<file path="src/rtl/edac_pkg.sv">
package edac_pkg;

    localparam int DATA_W = 32;
    localparam int CHK_W  = 7;
    localparam int BYTE_W = 8;

    typedef enum logic [1:0] {
        ST_GEN  = 2'b00,
        ST_DIAG = 2'b01,
        ST_FLAG = 2'b10,
        ST_CORR = 2'b11
    } mode_e;

    // Column of data bit idx: idx-th value of weight three in ascending
    // order, followed by weight-five values if more columns were needed.
    function automatic logic [CHK_W-1:0] col_of(input int idx);
        int                 n;
        logic [CHK_W-1:0]   r;
        n = 0;
        r = '0;
        for (int w = 3; w <= 5; w += 2) begin
            for (int v = 0; v < (1 << CHK_W); v++) begin
                if ($countones(v) == w) begin
                    if (n == idx) r = v[CHK_W-1:0];
                    n++;
                end
            end
        end
        return r;
    endfunction

    // Data bits that feed check bit j.
    function automatic logic [DATA_W-1:0] row_mask(input int j);
        logic [DATA_W-1:0]  m;
        logic [CHK_W-1:0]   c;
        m = '0;
        for (int i = 0; i < DATA_W; i++) begin
            c    = col_of(i);
            m[i] = c[j];
        end
        return m;
    endfunction

endpackage

</file>
<file path="src/rtl/edac_parity.sv">
module edac_parity
    import edac_pkg::*;
#(
    parameter int DW = DATA_W,
    parameter int CW = CHK_W
) (
    input  logic [DW-1:0] data_i,
    output logic [CW-1:0] chk_o
);

    for (genvar j = 0; j < CW; j++) begin : g_row
        localparam logic [DW-1:0] MASK = DW'(row_mask(j));
        assign chk_o[j] = ^(data_i & MASK);
    end

endmodule

</file>
<file path="src/rtl/edac_decode.sv">
module edac_decode
    import edac_pkg::*;
#(
    parameter int DW = DATA_W,
    parameter int CW = CHK_W
) (
    input  logic [CW-1:0] syn_i,
    output logic [DW-1:0] flip_o,
    output logic          err_o,
    output logic          merr_o
);

    logic [DW-1:0] hit;

    for (genvar i = 0; i < DW; i++) begin : g_col
        localparam logic [CW-1:0] COL = col_of(i);
        assign hit[i] = (syn_i == COL);
    end

    assign flip_o = hit;
    assign err_o  = |syn_i;
    assign merr_o = (|syn_i) && !(|hit) && !$onehot(syn_i);

endmodule

</file>
<file path="src/rtl/edac_mode_fsm.sv">
module edac_mode_fsm
    import edac_pkg::*;
(
    input  logic       clk_i,
    input  logic       rst_ni,
    input  logic [1:0] sel_i,
    input  logic       led_i,
    output mode_e      state_o,
    output logic       dlat_en_o,
    output logic       clat_en_o,
    output logic       olat_en_o
);

    mode_e state_q;
    mode_e state_d;
    logic  led_q;

    assign state_d = mode_e'(sel_i);

    // State register: the mode in force after each edge.
    always_ff @(posedge clk_i) begin
        if (!rst_ni) begin
            state_q <= ST_GEN;
            led_q   <= 1'b1;
        end else begin
            state_q <= state_d;
            led_q   <= led_i;
        end
    end

    // Output process: register load enables for the coming edge.
    always_comb begin
        unique case (state_d)
            ST_GEN:  begin dlat_en_o = 1'b1; clat_en_o = 1'b1; end
            ST_DIAG: begin dlat_en_o = 1'b1; clat_en_o = 1'b0; end
            ST_FLAG: begin dlat_en_o = 1'b1; clat_en_o = 1'b1; end
            ST_CORR: begin dlat_en_o = 1'b0; clat_en_o = 1'b0; end
        endcase
        olat_en_o = led_i & ~led_q;
    end

    assign state_o = state_q;

endmodule

</file>
<file path="src/rtl/edac_datapath.sv">
module edac_datapath
    import edac_pkg::*;
#(
    parameter int DW = DATA_W,
    parameter int CW = CHK_W,
    parameter int BW = BYTE_W,
    localparam int NB = DW / BW
) (
    input  logic          clk_i,
    input  logic          rst_ni,
    input  logic [1:0]    sel_i,
    input  logic [DW-1:0] db_i,
    input  logic [CW-1:0] cb_i,
    input  logic [NB-1:0] oeb_i,
    input  logic          oecb_i,
    input  logic          led_i,
    output logic [DW-1:0] db_o,
    output logic [NB-1:0] db_oe_o,
    output logic [CW-1:0] cb_o,
    output logic          cb_oe_o,
    output logic          err_o,
    output logic          merr_o
);

    mode_e         state_q;
    logic          dlat_en, clat_en, olat_en;
    logic [DW-1:0] dlat_q, olat_q, merged, fixed, flip;
    logic [CW-1:0] clat_q, rd_chk, wr_chk, syn;
    logic          dec_err, dec_merr;

    edac_mode_fsm u_fsm (
        .clk_i     (clk_i),
        .rst_ni    (rst_ni),
        .sel_i     (sel_i),
        .led_i     (led_i),
        .state_o   (state_q),
        .dlat_en_o (dlat_en),
        .clat_en_o (clat_en),
        .olat_en_o (olat_en)
    );

    // Input and output registers.
    always_ff @(posedge clk_i) begin
        if (!rst_ni) begin
            dlat_q <= '0;
            clat_q <= '0;
            olat_q <= '0;
        end else begin
            if (dlat_en) dlat_q <= db_i;
            if (clat_en) clat_q <= cb_i;
            if (olat_en) olat_q <= (state_q == ST_DIAG) ? dlat_q : fixed;
        end
    end

    // Per-byte merge and drive enables.
    for (genvar b = 0; b < NB; b++) begin : g_byte
        assign merged[b*BW +: BW] = oeb_i[b] ? dlat_q[b*BW +: BW] : olat_q[b*BW +: BW];
        assign db_oe_o[b]         = ~oeb_i[b];
    end

    assign db_o = olat_q;

    edac_parity #(.DW(DW), .CW(CW)) u_rd_par (
        .data_i (dlat_q),
        .chk_o  (rd_chk)
    );

    edac_parity #(.DW(DW), .CW(CW)) u_wr_par (
        .data_i (merged),
        .chk_o  (wr_chk)
    );

    assign syn = rd_chk ^ clat_q;

    edac_decode #(.DW(DW), .CW(CW)) u_dec (
        .syn_i  (syn),
        .flip_o (flip),
        .err_o  (dec_err),
        .merr_o (dec_merr)
    );

    assign fixed = dlat_q ^ flip;

    // Output process keyed on the current state.
    always_comb begin
        unique case (state_q)
            ST_GEN: begin
                cb_o    = wr_chk;
                cb_oe_o = ~oecb_i;
                err_o   = 1'b0;
                merr_o  = 1'b0;
            end
            ST_DIAG: begin
                cb_o    = clat_q;
                cb_oe_o = ~oecb_i;
                err_o   = dec_err;
                merr_o  = dec_merr;
            end
            ST_FLAG: begin
                cb_o    = syn;
                cb_oe_o = 1'b0;
                err_o   = dec_err;
                merr_o  = dec_merr;
            end
            ST_CORR: begin
                cb_o    = syn;
                cb_oe_o = ~oecb_i;
                err_o   = dec_err;
                merr_o  = dec_merr;
            end
        endcase
    end

endmodule

</file>
<file path="config.mk">
export PLATFORM = sky130hd
export DESIGN_NAME = edac_datapath
export DESIGN_NICKNAME = d
export VERILOG_FILES = /design/src/rtl/edac_pkg.sv /design/src/rtl/edac_parity.sv /design/src/rtl/edac_decode.sv /design/src/rtl/edac_mode_fsm.sv /design/src/rtl/edac_datapath.sv
export SDC_FILE = /design/constraint.sdc
export NUM_CORES = 1
export LEC_CHECK = 0
export ABC_AREA = 1
export BUFFER_PORTS_ARGS = -buffer_cell sky130_fd_sc_hd__buf_2
export CORE_MARGIN = 8
export CORE_UTILIZATION = 59
export CTS_CLUSTER_DIAMETER = 60
export CTS_CLUSTER_SIZE = 12
export DETAILED_ROUTE_END_ITERATION = 10
export PLACE_DENSITY = 0.82
export SLEW_MARGIN = 20
export SYNTH_ARGS = -nofsm -noshare
export SYNTH_HDL_FRONTEND = slang
export SYNTH_SLANG_ARGS = --single-unit
</file>
<file path="constraint.sdc">
create_clock -name clk_i -period 4.8 [get_ports clk_i]
set_input_delay 0.72 -clock clk_i [delete_from_list [all_inputs] [get_ports clk_i]]
set_output_delay 0.72 -clock clk_i [all_outputs]
set_load 0.05 [all_outputs]
</file>
==> results.md <==
* Synth area leaders: dfxtp_1 22%, nand2_1 21%, o21ai_0 5.8%, inv_1 5.7%, xnor2_1 5.7%
* Core ar. at 0.01089 sq mm
* CP arrival at 3820 ps
* Leak at 3.867 nW
* Global route overflow at 0
* Io pins at 95
* CP Max Fanout at 8
* Worst setup EP type: primary output
* H-tree depth at 3
* Distinct cell type count of the synthesized netlist at 39
* DRC viols at 0
* ANT nets after route at 0
* Clk root buf: clkbuf_8
* Pins over their slew limit at 0
* TNS Setup at 0 ps
* Tmin final at 4540 ps
* Final hold vios at 0
* Final Power at 0.002780 W
* Worst hold margin at 534.0 ps
* Flops & latches, synth at 74
* Die area at 0.01488 sq mm
* Final WS setup at 260.4 ps
* Power density cells at 372.7 mW/mm^2
* Peak VDD IR at 0.0004110 V
* Critical path data required time at 4080 ps
* Syn Inst Count at 1107
* Simple logic cell fraction of the synthesized area at 39.95%
* Final setup violation count at 0
* Crit share post-route at 94.57%
* Via Count at 7416
* Drt pass-1 iters at 6
* Die W at 122.0 microns
* IO buf count at 94
* Fmax at 220.3 MHz
* Setup crit start kind: flip-flop
* Proportion of synthesized area in mux cells at 0%
* Status: finished, final reports clean
* Syn Area/Cell at 5.987 sq um
* Clock-pin transition on the worst setup and hold timing paths at 80 ps
* Maxcap violations at 0
* Nets at 1239
* Syn_nets at 1161
* CTS Sinks at 74
* First-pass GRT wire length at 33.07 mm
* Wire per inst at 15.89 microns
* Synth top area share at 22.35%
* Initial antenna violation count at 0
* Main synth FF type: dfxtp_1
* Iter 0 DRT Violations at 894
* Vias in the first global route at 6579
* Clock Tree Buf Depth at 2
* Floorplan row count at 38
* Die H at 122.0 microns
* Fraction of registers with async set/reset at 0%
* Total GRT Usage at 28.18%
* RSZ-0062 raised after global routing: false
* Final WL at 21.12 mm
* CTS tree: done
* Hold Path Class: in -> reg
* Post-synthesis compound-gate area fraction at 14.54%
* Ant diodes at 0
* Setup CP Type: reg -> out
* Worst slew margin at 30.91%
* Worst-skew pair later-pin latency at 390 ps
* Setup WS pre-CTS at 425.7 ps
* Adder-cell share of the synthesized area at 1.284%
* Largest family of logic cells by synthesized area: simple AND/OR/NAND/NOR gates
* TritonCTS buffer count at 9
* Worst-Margin Slew at 1035 ps
* Worst Skew at 15.72 ps
* Post-synth EDFFs at 0
* Share of layout cells above drive strength 1 at 21.61%
* FF-to-FF setup slack at 2170 ps
* Synthesized-area fraction occupied by xor and xnor cells at 11.10%
* RD Place Congestion at 1.002
* Cell taking the most area after synthesis: dfxtp_1
* Mapped Area at 0.006628 sq mm
* Seq/Total Area, Yosys at 22.35%
* Detail Placement HPWL at 16.16 mm
* YS warnings at 0
* Layout area overhead at 12.55%
* Initial core utilization at 60.87%
* Drt via density at 5.580
* Maximum number of pins on one net before global-route repair at 65
metrics by stage:
| stage | utilization (%) | instances | instance area, sq um |
|---|---|---|---|
| finish | 68.51 | 1329 | 7460 |
| global route | 68.51 | 1329 | 7460 |
| CTS | 67.17 | 1321 | 7313 |
| detailed placement | 65.42 | 1306 | 7123 |
| global placement | 65.42 | 1306 | 7123 |
| floorplan | - | 1107 | 6628 |
cell usage in the layout, fill, tap and decap left out, drive strengths merged, types with 2 or more instances in the layout:
cell    count
clkbuf     13
nor3        8
nand3b      3
a21oi      65
o22ai       2
inv       136
buf       106
fa          3
o221ai      3
nand2     395
dfxtp      74
xnor2      43
clkinv      5
xor2       41
nor2       88
nand3      73
ha          2
nand4      13
o21ai     111
final timing paths:
path                            startpoint     endpoint  depth (start not counted)
worst max register to register   dlat_q[1]     db_o[11]                         19
worst max-delay path             dlat_q[7]       merr_o                         22
worst min-delay path                 led_i  u_fsm.led_q                          3
worst min register to register   clat_q[4]    clat_q[4]                          2
timing repair:
item | 4_1_cts | 5_1_grt
pin swaps | 0 | 4
setup endpoints to repair | 1 | 1
hold buffers | 0 | 0
buffers inserted | 0 | 8
gates resized for setup | 1 | 52
worst max-delay path, stage by stage (launching register included):
cell and delay, ps:
dfxtp_4 400, inv_4 120, nand2_1 60, nand2_1 100, inv_1 60, nand2_1 50, nand2_1 60, nand3_1 120
nand2_1 80, nand2_2 110, nand2_8 70, ha_1 270, inv_1 50, fa_1 440, ha_1 230, fa_1 380
xnor2_1 130, nand3b_1 80, nand4_1 110, nor2_1 130, nand2_1 70, nor2_2 130, buf_6 180
layer usage:
layer / vias up / track usage [%] / share of wire, %
met4: 0 / 11.18 / 2.5
li1: 3650 / - / -
met3: 39 / 6.988 / 11
met2: 387 / 42.54 / 44
met1: 3340 / 37.64 / 42
met5: - / 0 / 0
state kept, by name, summed over array words and instances (netlist names):
signal         flops
dlat_q            32
u_fsm.state_o      2
u_fsm.led_q        1
db_o              32
clat_q             7
logic make-up after synthesis:
group,count (synthesis)
xor gates and xnor gates,84
and+or+nand+nor,581
DFF,74
buffers and inverters,178
AOI/OAI and AO/OA,185
adders and majority gates,5
area by class of cell:
class	instances	area [sq um]
multi-input combinational	855	4452
fill	1023	3428
sequential	74	1538
timing repair buffer	106	566.8
inverter	139	539.3
clock buffer	13	178.9
tap	140	175.2
clock inverter	2	10.01
synth_stat cells, types with 10 or more instances:
master    instances
o21ai_1          33
xnor2_1          43
nand2_1         362
o21ai_0          77
nand3_1          67
nand2_2          24
a21oi_1          64
nor2_1           67
clkbuf_1         23
inv_2            32
dfxtp_1          74
nand4_1          13
inv_1           101
nor2_4           10
xor2_1           41
where the power goes:
part	leakage, nW	total (W)	switching (W)	internal (W)
registers	0.622	0.000715	0.0000595	0.000655
logic	3.14	0.00158	0.00108	0.000504
clock network	0.101	0.000485	0.000246	0.000240
total	3.87	0.00278	0.00138	0.00140
(Power assumes the default switching activity.)
